==> src/rtl/ofl_pkg.sv <==
package ofl_pkg;

   localparam int unsigned OFL_MAX_CH = 32;

   // default channel classes for the eight-channel build
   localparam logic [7:0] OFL_GEN_MASK  = 8'b0011_1111;
   localparam logic [7:0] OFL_LAMP_MASK = 8'b1100_0000;
   localparam logic [7:0] OFL_RCLR_MASK = 8'b0000_0110;
   localparam logic [7:0] OFL_DSAT_MASK = 8'b1111_1111;

   typedef enum logic [1:0] {
      CH_IDLE  = 2'd0,
      CH_HARD  = 2'd1,
      CH_DSAT  = 2'd2,
      CH_BOTH  = 2'd3
   } ofl_chan_state_e;

   function automatic logic any_fault(input ofl_chan_state_e st);
      return st != CH_IDLE;
   endfunction

endpackage

==> src/rtl/ofl_rst_merge.sv <==
module ofl_rst_merge #(
   parameter bit UNLATCH_EN = 1'b1
) (
   input  logic rst_pin_n,
   input  logic lv_det_i,
   input  logic ce_n_i,
   output logic rst_act_o,
   output logic unlatch_o
);

   // either reset source alone gives the full reset behaviour
   assign rst_act_o = ~rst_pin_n | lv_det_i;

   generate
      if (UNLATCH_EN) begin : g_unl
         assign unlatch_o = ~ce_n_i;
      end else begin : g_nounl
         logic unused_ce;
         assign unused_ce = ce_n_i;
         assign unlatch_o = 1'b0;
      end
   endgenerate

endmodule

==> src/rtl/ofl_cmd_edge.sv <==
module ofl_cmd_edge #(
   parameter int unsigned W = 8
) (
   input  logic         clk,
   input  logic         arst_n,
   input  logic [W-1:0] cmd_i,
   output logic [W-1:0] rise_o
);

   logic [W-1:0] cmd_q;

   always_ff @(posedge clk or negedge arst_n) begin
      if (!arst_n) cmd_q <= '0;
      else         cmd_q <= cmd_i;
   end

   assign rise_o = cmd_i & ~cmd_q;

endmodule

==> src/rtl/ofl_chan.sv <==
module ofl_chan
   import ofl_pkg::*;
#(
   parameter bit CLR_ON_RST = 1'b0
) (
   input  logic            clk,
   input  logic            arst_n,
   input  logic            hard_flt_i,
   input  logic            dsat_flt_i,
   input  logic            rise_i,
   input  logic            rst_act_i,
   input  logic            unlatch_i,
   output ofl_chan_state_e state_o
);

   logic hard_q, dsat_q;
   logic rst_clr;

   assign rst_clr = CLR_ON_RST & rst_act_i;

   // a flag present on the clearing edge wins
   always_ff @(posedge clk or negedge arst_n) begin
      if (!arst_n)                 hard_q <= 1'b0;
      else if (hard_flt_i)         hard_q <= 1'b1;
      else if (rise_i || rst_clr)  hard_q <= 1'b0;
   end

   always_ff @(posedge clk or negedge arst_n) begin
      if (!arst_n)                             dsat_q <= 1'b0;
      else if (dsat_flt_i)                     dsat_q <= 1'b1;
      else if (rise_i || rst_clr || unlatch_i) dsat_q <= 1'b0;
   end

   assign state_o = ofl_chan_state_e'({dsat_q, hard_q});

endmodule

==> src/rtl/ofl_ctrl.sv <==
module ofl_ctrl
   import ofl_pkg::*;
#(
   parameter int unsigned N_CH       = 8,
   parameter logic [N_CH-1:0] GEN_MASK  = N_CH'(OFL_GEN_MASK),
   parameter logic [N_CH-1:0] LAMP_MASK = N_CH'(OFL_LAMP_MASK),
   parameter logic [N_CH-1:0] RCLR_MASK = N_CH'(OFL_RCLR_MASK),
   parameter logic [N_CH-1:0] DSAT_MASK = N_CH'(OFL_DSAT_MASK),
   parameter bit UNLATCH_EN = 1'b1
) (
   input  logic            clk,
   input  logic            arst_n,
   input  logic [N_CH-1:0] cmd_i,
   input  logic [N_CH-1:0] ocur_i,
   input  logic [N_CH-1:0] therm_i,
   input  logic [N_CH-1:0] desat_i,
   input  logic            ce_n_i,
   input  logic            rst_pin_n,
   input  logic            lv_det_i,
   output logic [N_CH-1:0] drv_en_o,
   output logic [N_CH-1:0] flt_stat_o
);

   localparam logic [N_CH-1:0] CUR_MASK = GEN_MASK | LAMP_MASK;

   // elaboration-time parameter checks
   generate
      if (N_CH < 1 || N_CH > OFL_MAX_CH) begin : g_bad_n
         $error("ofl_ctrl: N_CH out of range");
      end
      if ((GEN_MASK & LAMP_MASK) != '0) begin : g_bad_cls
         $error("ofl_ctrl: a channel is in both classes");
      end
   endgenerate

   logic            rst_act, unlatch;
   logic [N_CH-1:0] rise, hard_flt, dsat_flt;
   ofl_chan_state_e st [N_CH];

   ofl_rst_merge #(.UNLATCH_EN(UNLATCH_EN)) u_rst (
      .rst_pin_n (rst_pin_n),
      .lv_det_i  (lv_det_i),
      .ce_n_i    (ce_n_i),
      .rst_act_o (rst_act),
      .unlatch_o (unlatch)
   );

   ofl_cmd_edge #(.W(N_CH)) u_edge (
      .clk    (clk),
      .arst_n (arst_n),
      .cmd_i  (cmd_i),
      .rise_o (rise)
   );

   generate
      for (genvar g = 0; g < N_CH; g++) begin : g_ch
         assign hard_flt[g] = (ocur_i[g] & CUR_MASK[g]) | (therm_i[g] & LAMP_MASK[g]);
         assign dsat_flt[g] = desat_i[g] & DSAT_MASK[g];

         ofl_chan #(.CLR_ON_RST(RCLR_MASK[g])) u_ch (
            .clk        (clk),
            .arst_n     (arst_n),
            .hard_flt_i (hard_flt[g]),
            .dsat_flt_i (dsat_flt[g]),
            .rise_i     (rise[g]),
            .rst_act_i  (rst_act),
            .unlatch_i  (unlatch),
            .state_o    (st[g])
         );

         assign flt_stat_o[g] = any_fault(st[g]);
         assign drv_en_o[g]   = cmd_i[g] & ~flt_stat_o[g] & ~rst_act;
      end
   endgenerate

endmodule

==> config.mk <==
export PLATFORM = sky130hd
export DESIGN_NAME = ofl_ctrl
export DESIGN_NICKNAME = d
export VERILOG_FILES = /design/src/rtl/ofl_pkg.sv /design/src/rtl/ofl_rst_merge.sv /design/src/rtl/ofl_cmd_edge.sv /design/src/rtl/ofl_chan.sv /design/src/rtl/ofl_ctrl.sv
export SDC_FILE = /design/constraint.sdc
export NUM_CORES = 1
export LEC_CHECK = 0
export ABC_AREA = 1
export BUFFER_PORTS_ARGS = -buffer_cell sky130_fd_sc_hd__buf_2
export CAP_MARGIN = 20
export CORE_MARGIN = 2
export CORE_UTILIZATION = 50
export CTS_CLUSTER_DIAMETER = 60
export CTS_CLUSTER_SIZE = 40
export DETAILED_ROUTE_END_ITERATION = 12
export GPL_TIMING_DRIVEN = 0
export MAX_ROUTING_LAYER = met4
export PLACE_DENSITY_LB_ADDON = 0.25
export SYNTH_ARGS = -nofsm -noshare
export SYNTH_HDL_FRONTEND = slang
export SYNTH_HIERARCHICAL = 1
export SYNTH_SLANG_ARGS = --single-unit
==> constraint.sdc <==
create_clock -name clk -period 2 [get_ports clk]
set_clock_uncertainty 0.2 [all_clocks]
set_input_delay 0.1 -clock clk [delete_from_list [all_inputs] [get_ports clk]]
set_output_delay 0.1 -clock clk [all_outputs]
set_load 0.005 [all_outputs]
==> results of run 1 <==
-- placed cells by master (no fill, tap or decap) --
master	instances
buf_2	46
nor2_2	10
inv_2	1
inv_1	44
o21bai_1	6
clkbuf_4	3
or2_1	2
buf_4	16
dlygate4sd3_1	27
nand2_1	37
clkbuf_8	1
dfrtp_1	24
nor2_1	16
-- state kept, by name, indices dropped and copies added, names as in the netlist --
| name | count |
|---|---|
| u_edge/cmd_q | 8 |
| g_ch.u_ch/hard_q | 8 |
| g_ch.u_ch/dsat_q | 8 |
-- what timing repair did --
item	CTS	global route
hold endpoints to repair	48	0
gates resized for setup	0	0
setup buffers	0	0
hold buffers	27	0
endpoints found under the setup margin	0	0
-- cells by family after synthesis --
| kind of cell | Yosys count | synth area share |
|---|---|---|
| and+or+nand+nor | 65 | 0.227 |
| DFF | 24 | 0.497 |
| buffers and inverters | 61 | 0.239 |
| AOI/OAI and AO/OA | 6 | 0.0373 |
-- worst paths after layout --
check	start	end	slack, ps	cells past startpoint
max	ocur_i[7]	g_ch[7].u_ch/hard_q	340	5
min	rst_pin_n	g_ch[1].u_ch/hard_q	10	5
max reg2reg	u_edge/cmd_q[6]	g_ch[6].u_ch/dsat_q	1000	4
min reg2reg	g_ch[0].u_ch/dsat_q	g_ch[0].u_ch/dsat_q	290	2
max in group asynchronous	arst_n	g_ch[7].u_ch/hard_q	1160	2
min in group asynchronous	arst_n	g_ch[3].u_ch/dsat_q	90	2
-- worst max-delay path, cell delays in order --
cell	delay, ps
dlygate4sd3_1	540
buf_2	120
or2_1	200
dlygate4sd3_1	540
o21bai_1	150
-- routing by layer --
metal	global-route usage	vias up	routed length, µm
li1	-	571	-
met1	0.220	495	1080
met2	0.456	31	1500
met3	0.0254	6	112
met4	0.0855	0	44
met5	-	-	0
-- synthesized netlist by cell type (all sizes together) --
library cell	instances	share of area
o21bai	6	0.037
dfrtp	24	0.50
buf	16	0.099
nand2	37	0.11
nor2	26	0.10
inv	45	0.14
or2	2	0.010
-- cell type report --
cell class,count,share of cell area
repair buffers,73,0.281
flip-flops and latches,24,0.337
clock buffers,4,0.0204
plain buffers,16,0.0675
well taps,28,0.0197
multi-input cells,71,0.179
inverters,45,0.0949
-- metrics by stage --
step,setup WS [ps],hold slack (ps),util,total power [mW]
2_1_floorplan,1010,-396,-,0.621
3_3_place_gp,888,-95.6,0.654,0.677
3_5_place_dp,877,-88.3,0.654,0.686
4_1_cts,363,7.43,0.790,0.973
5_1_grt,338,12.8,0.790,1.02
6_report,345,11.6,0.790,0.967
-- power by group through the flow --
stage          clock (mW)  combinational [mW]  sequential (mW)
3_3_place_gp            0               0.141            0.536
4_1_cts             0.256               0.189            0.527
5_1_grt             0.274               0.213            0.530
2_1_floorplan           0              0.0862            0.534
6_report            0.249               0.190            0.527
3_5_place_dp            0               0.149            0.537
==> impl_metrics.tcl, run 1 <==
set metrics [dict create \
    chipHeight_um 53.2 \
    cp.required_ps 2000 \
    cts_buffer_depth 2 \
    dieWidth_um 53.2 \
    clk_pin_slew_ps 130 \
    track_usage 0.228 \
    place.gp.congestion 0.709 \
    io_pins 53 \
    drt_iter0_markers 8 \
    netlist_area_mm2 0.00121 \
    worst_pin_slew_ps 532 \
    area_delta_synth_final_pct 47.3 \
    viasPerCell 4.23 \
    dp.cells 230 \
    pwr-share-seq 0.546 \
    root_buffer "clkbuf_4" \
    initial_core_util 0.536 \
    cellLeakagePower_nw 1.08 \
    hold_path.class "in -> reg" \
    combPwrFrac 0.196 \
    min_period_ps 1660 \
    placed_area_mm2 0.00147 \
    diodes 0 \
    grt_overflow_total 0 \
    power_frac_clock 0.258 \
    clock_latency_ps 300 \
    postSynthAreaPerCell_um2 7.75 \
    ys_types 9 \
    die_area_mm2 0.00283 \
    drive_gt1_frac 0.330 \
    first_pass_iters 4 \
    fill_cells 160 \
    cts_inserted_buffers 3 \
    grt_max_degree 25 \
    layout.cells.non_filler 261 \
    cp_max_fo 1 \
    grt_pass1_wl_um 4370 \
    final-seq-area_um2 601 \
    grt_antenna_before_repair 0 \
    hold_violations 0 \
    power_density_mw_per_mm2 543 \
    period_share 0.828 \
    arrival_ps 1650 \
    synth_fp_nets 193 \
    drv_cap 0 \
    peakVddDrop_uv 468 \
    cts_sinks 24 \
    layout.nets 271 \
    status "finished clean" \
    fmax_mhz 604 \
    setup_viol 0 \
    ys_ff_latch 24 \
    core_area_mm2 0.00225 \
    maxSlewViolCount 0 \
    yosys_warnings 6 \
    crit_type "in -> reg" \
    multi_input_area_um2 319 \
    grt_pass1_vias 1094 \
    rsz0062_at_grt "no" \
    rows 17 \
    routed_wl_um 2730 \
    drc 0 \
    relSlewSlack 0.646 \
    vias 1103 \
    portBuffers 46 \
    p_int_mw 0.734 \
    fin_tns_setup_ps 0 \
    dpl.hpwl_um 1820 \
    yosysSeqAreaShare 0.497 \
    endpoint_kind "flop" \
    p_sw_frac 0.241 \
    final_area_mm2 0.00178 \
    ant_nets 0 \
    h-tree-depth 1 \
    syn_inst 156 \
    cts_tree "done" \
    switching_power_mw 0.233 \
    start_kind "input pin" \
    wl_per_cell_um 10.5 \
]
(Power assumes the default switching activity.)
==> run 2, diff against run 1 <==
- ABC_AREA: 1 -> 0
- CORE_UTILIZATION: 50 -> 43
- clock period: 2 -> 1.4 ns (I/O delays scaled with it)
==> run 2 against run 1 <==
  * The flow now finishes with violations (DRC, setup timing)
  * Critical path type is now reg -> out
  * First-iteration DRC count increased by 13%
  * Clock power increased by 18%
  * Largest cell class unchanged
  * Register-to-register slack got worse by 700 ps
  * Synthesized area increased by 6.9%
  * Largest power group unchanged
  * Critical path depth decreased by 3
  * Sequential cell count unchanged
  * Core utilization decreased by 12 points
==> impl_metrics.tcl, run 2 <==
set metrics [dict create \
    crit_type "reg -> out" \
    p_total_mw 1.36 \
    netlist_area_mm2 0.00129 \
    first_pass_iters 10 \
    diodes 0 \
    yosys.area.top_type "dfrtp_1" \
    switching_power_mw 0.335 \
    final_common_cell "buf_2" \
    ys_types 12 \
    cp.required_ps 1130 \
    failed_checks "DRC, setup timing" \
    ys_ff_latch 24 \
    maxSlewViolCount 0 \
    met3_usage 0.0198 \
    worst_pin_slew_ps 536 \
    synth_edf_count 0 \
    postSynthAreaPerCell_um2 12.8 \
    fin_tns_setup_ps -111 \
    synth_fp_nets 138 \
    cts_buffer_depth 2 \
    drive_gt1_frac 0.512 \
    endpoint_kind "primary output" \
    combPwrFrac 0.207 \
    gr-usage-met1 0.184 \
    synth_top_area_share 0.465 \
    area_delta_synth_final_pct 44.8 \
    synth-main-ff-cell "dfrtp_1" \
    cellLeakagePower_nw 0.930 \
    slowest_stage "dfrtp_1" \
    rsz0062_at_grt "yes" \
    status "finished with violations" \
    cts_sinks 24 \
    syn_inst 101 \
    placed_area_mm2 0.00156 \
    cts_inserted_buffers 3 \
    fin_ws_ps -29.3 \
    drv_cap 0 \
    final_area_mm2 0.00187 \
    cpPeakStageDelay_ps 440 \
    path_cells "nor4b_4 -> buf_2" \
    period_share 1.02 \
    ant_nets 0 \
    p_sw_frac 0.247 \
    async_flop_share 1.00 \
    grt_antenna_before_repair 0 \
    yosys_warnings 6 \
    final_cell_mix "buf_2, dlygate4sd3_1, dfrtp_1" \
    h-tree-depth 1 \
    dieWidth_um 58.8 \
    grt_overflow_total 0 \
    min_period_ps 1430 \
    grt_pass1_wl_um 4170 \
    grt_pass1_vias 1005 \
    rows 19 \
    wl_per_cell_um 12.9 \
    r2r_cells 3 \
    die_area_mm2 0.00346 \
    initial_core_util 0.461 \
    grt.busiest_layer "met2" \
    yosysMostFrequentCell "dfrtp_1" \
    final_core_utilization 0.667 \
    synth.area.top_cells "dfrtp_1, nor4b_4, buf_4" \
    hold_path.class "in -> reg" \
    routed_wl_um 2580 \
    root_buffer "clkbuf_4" \
    place.gp.congestion 0.703 \
    peakVddDrop_uv 472 \
    reg.largest.list "g_ch.u_ch/dsat_q (8), g_ch.u_ch/hard_q (8), u_edge/cmd_q (8)" \
    grt_max_degree 25 \
    portBuffers 46 \
    power_frac_clock 0.216 \
    fmax_mhz 700 \
    core_area_mm2 0.00281 \
    reg2reg_from "u_edge/cmd_q[1]" \
    use_met2 0.302 \
    whs_path_depth 4 \
    hold_violations 0 \
    drc 2 \
    fill_cells 234 \
    viasPerCell 4.58 \
    worst_hold_slack_ps 38.2 \
    pwr-share-seq 0.577 \
    clock_latency_ps 300 \
    crit_path_start "g_ch[1].u_ch/dsat_q" \
    yosysSeqAreaShare 0.465 \
    cp_max_fo 3 \
    drt_iter0_markers 9 \
    vias 920 \
    hold_start "ce_n_i" \
    track_usage 0.165 \
    layout.nets 209 \
    cts_tree "done" \
    chipHeight_um 58.8 \
    io_pins 53 \
    arrival_ps 1160 \
    start_kind "flop" \
    p_int_mw 1.02 \
    clk_pin_slew_ps 120 \
    relSlewSlack 0.643 \
    power_density_mw_per_mm2 725 \
    dpl.hpwl_um 1770 \
    synth.top_cells.by_count "dfrtp_1, buf_4, a21o_1" \
    setup_viol 8 \
]
## run 2: logic make-up after synthesis
logic type / share of synthesized area
AOI/OAI and AO/OA: 0.0949
DFF: 0.465
buffers and inverters: 0.128
and+or+nand+nor: 0.313
## run 2: final cells by class
class	instances	area, µm²	area share
buffer	1	11.3	0.00602
clock buffer	3	22.5	0.0120
inverter	9	33.8	0.0180
multi-input combinational	51	547	0.292
sequential	24	601	0.321
tap	31	38.8	0.0207
timing repair buffer	82	618	0.330
## run 2: through the flow
stage               setup WS, ps  cells
floorplan                    349    101
global placement             201    178
detailed placement           197    178
CTS                        -47.4    200
global route                -114    201
finish                     -29.3    201
## run 2: timing repair
| action | CTS | global route |
|---|---|---|
| setup endpoints to repair | 16 | 16 |
| pin swaps | 12 | 6 |
| resized for setup | 15 | 1 |
| buffers inserted | 8 | 1 |
| hold buffers | 27 | 0 |
| gates cloned | 0 | 0 |
| endpoints found under the hold margin | 48 | 0 |
## run 2: metal layers
metal	vias to the layer above	wire [µm]
met2	22	1390
met5	-	0
met4	0	15
met1	445	1070
met3	2	101
li1	451	-
## run 2: path summary, 6_finish.rpt
kind                                        to  slack (ps)
setup / recovery                   drv_en_o[1]         -30
hold / removal             g_ch[2].u_ch/dsat_q          40
setup reg to reg           g_ch[1].u_ch/dsat_q         300
hold reg to reg            g_ch[2].u_ch/hard_q         380
max in group asynchronous  g_ch[4].u_ch/hard_q         580
min in group asynchronous      u_edge/cmd_q[2]          70
## run 2: critical path: cells and delay by family (launching register included)
family | cells | cell delay, ps
simple gates | 1 | 270
flops | 1 | 440
buf+inv | 1 | 150
## run 2: power groups by stage
stage	logic, mW	registers, mW	clock network, mW
floorplan	0.158	0.768	0
global placement	0.237	0.770	0
detailed placement	0.246	0.773	0
CTS	0.281	0.782	0.315
global route	0.307	0.788	0.338
finish	0.281	0.782	0.293
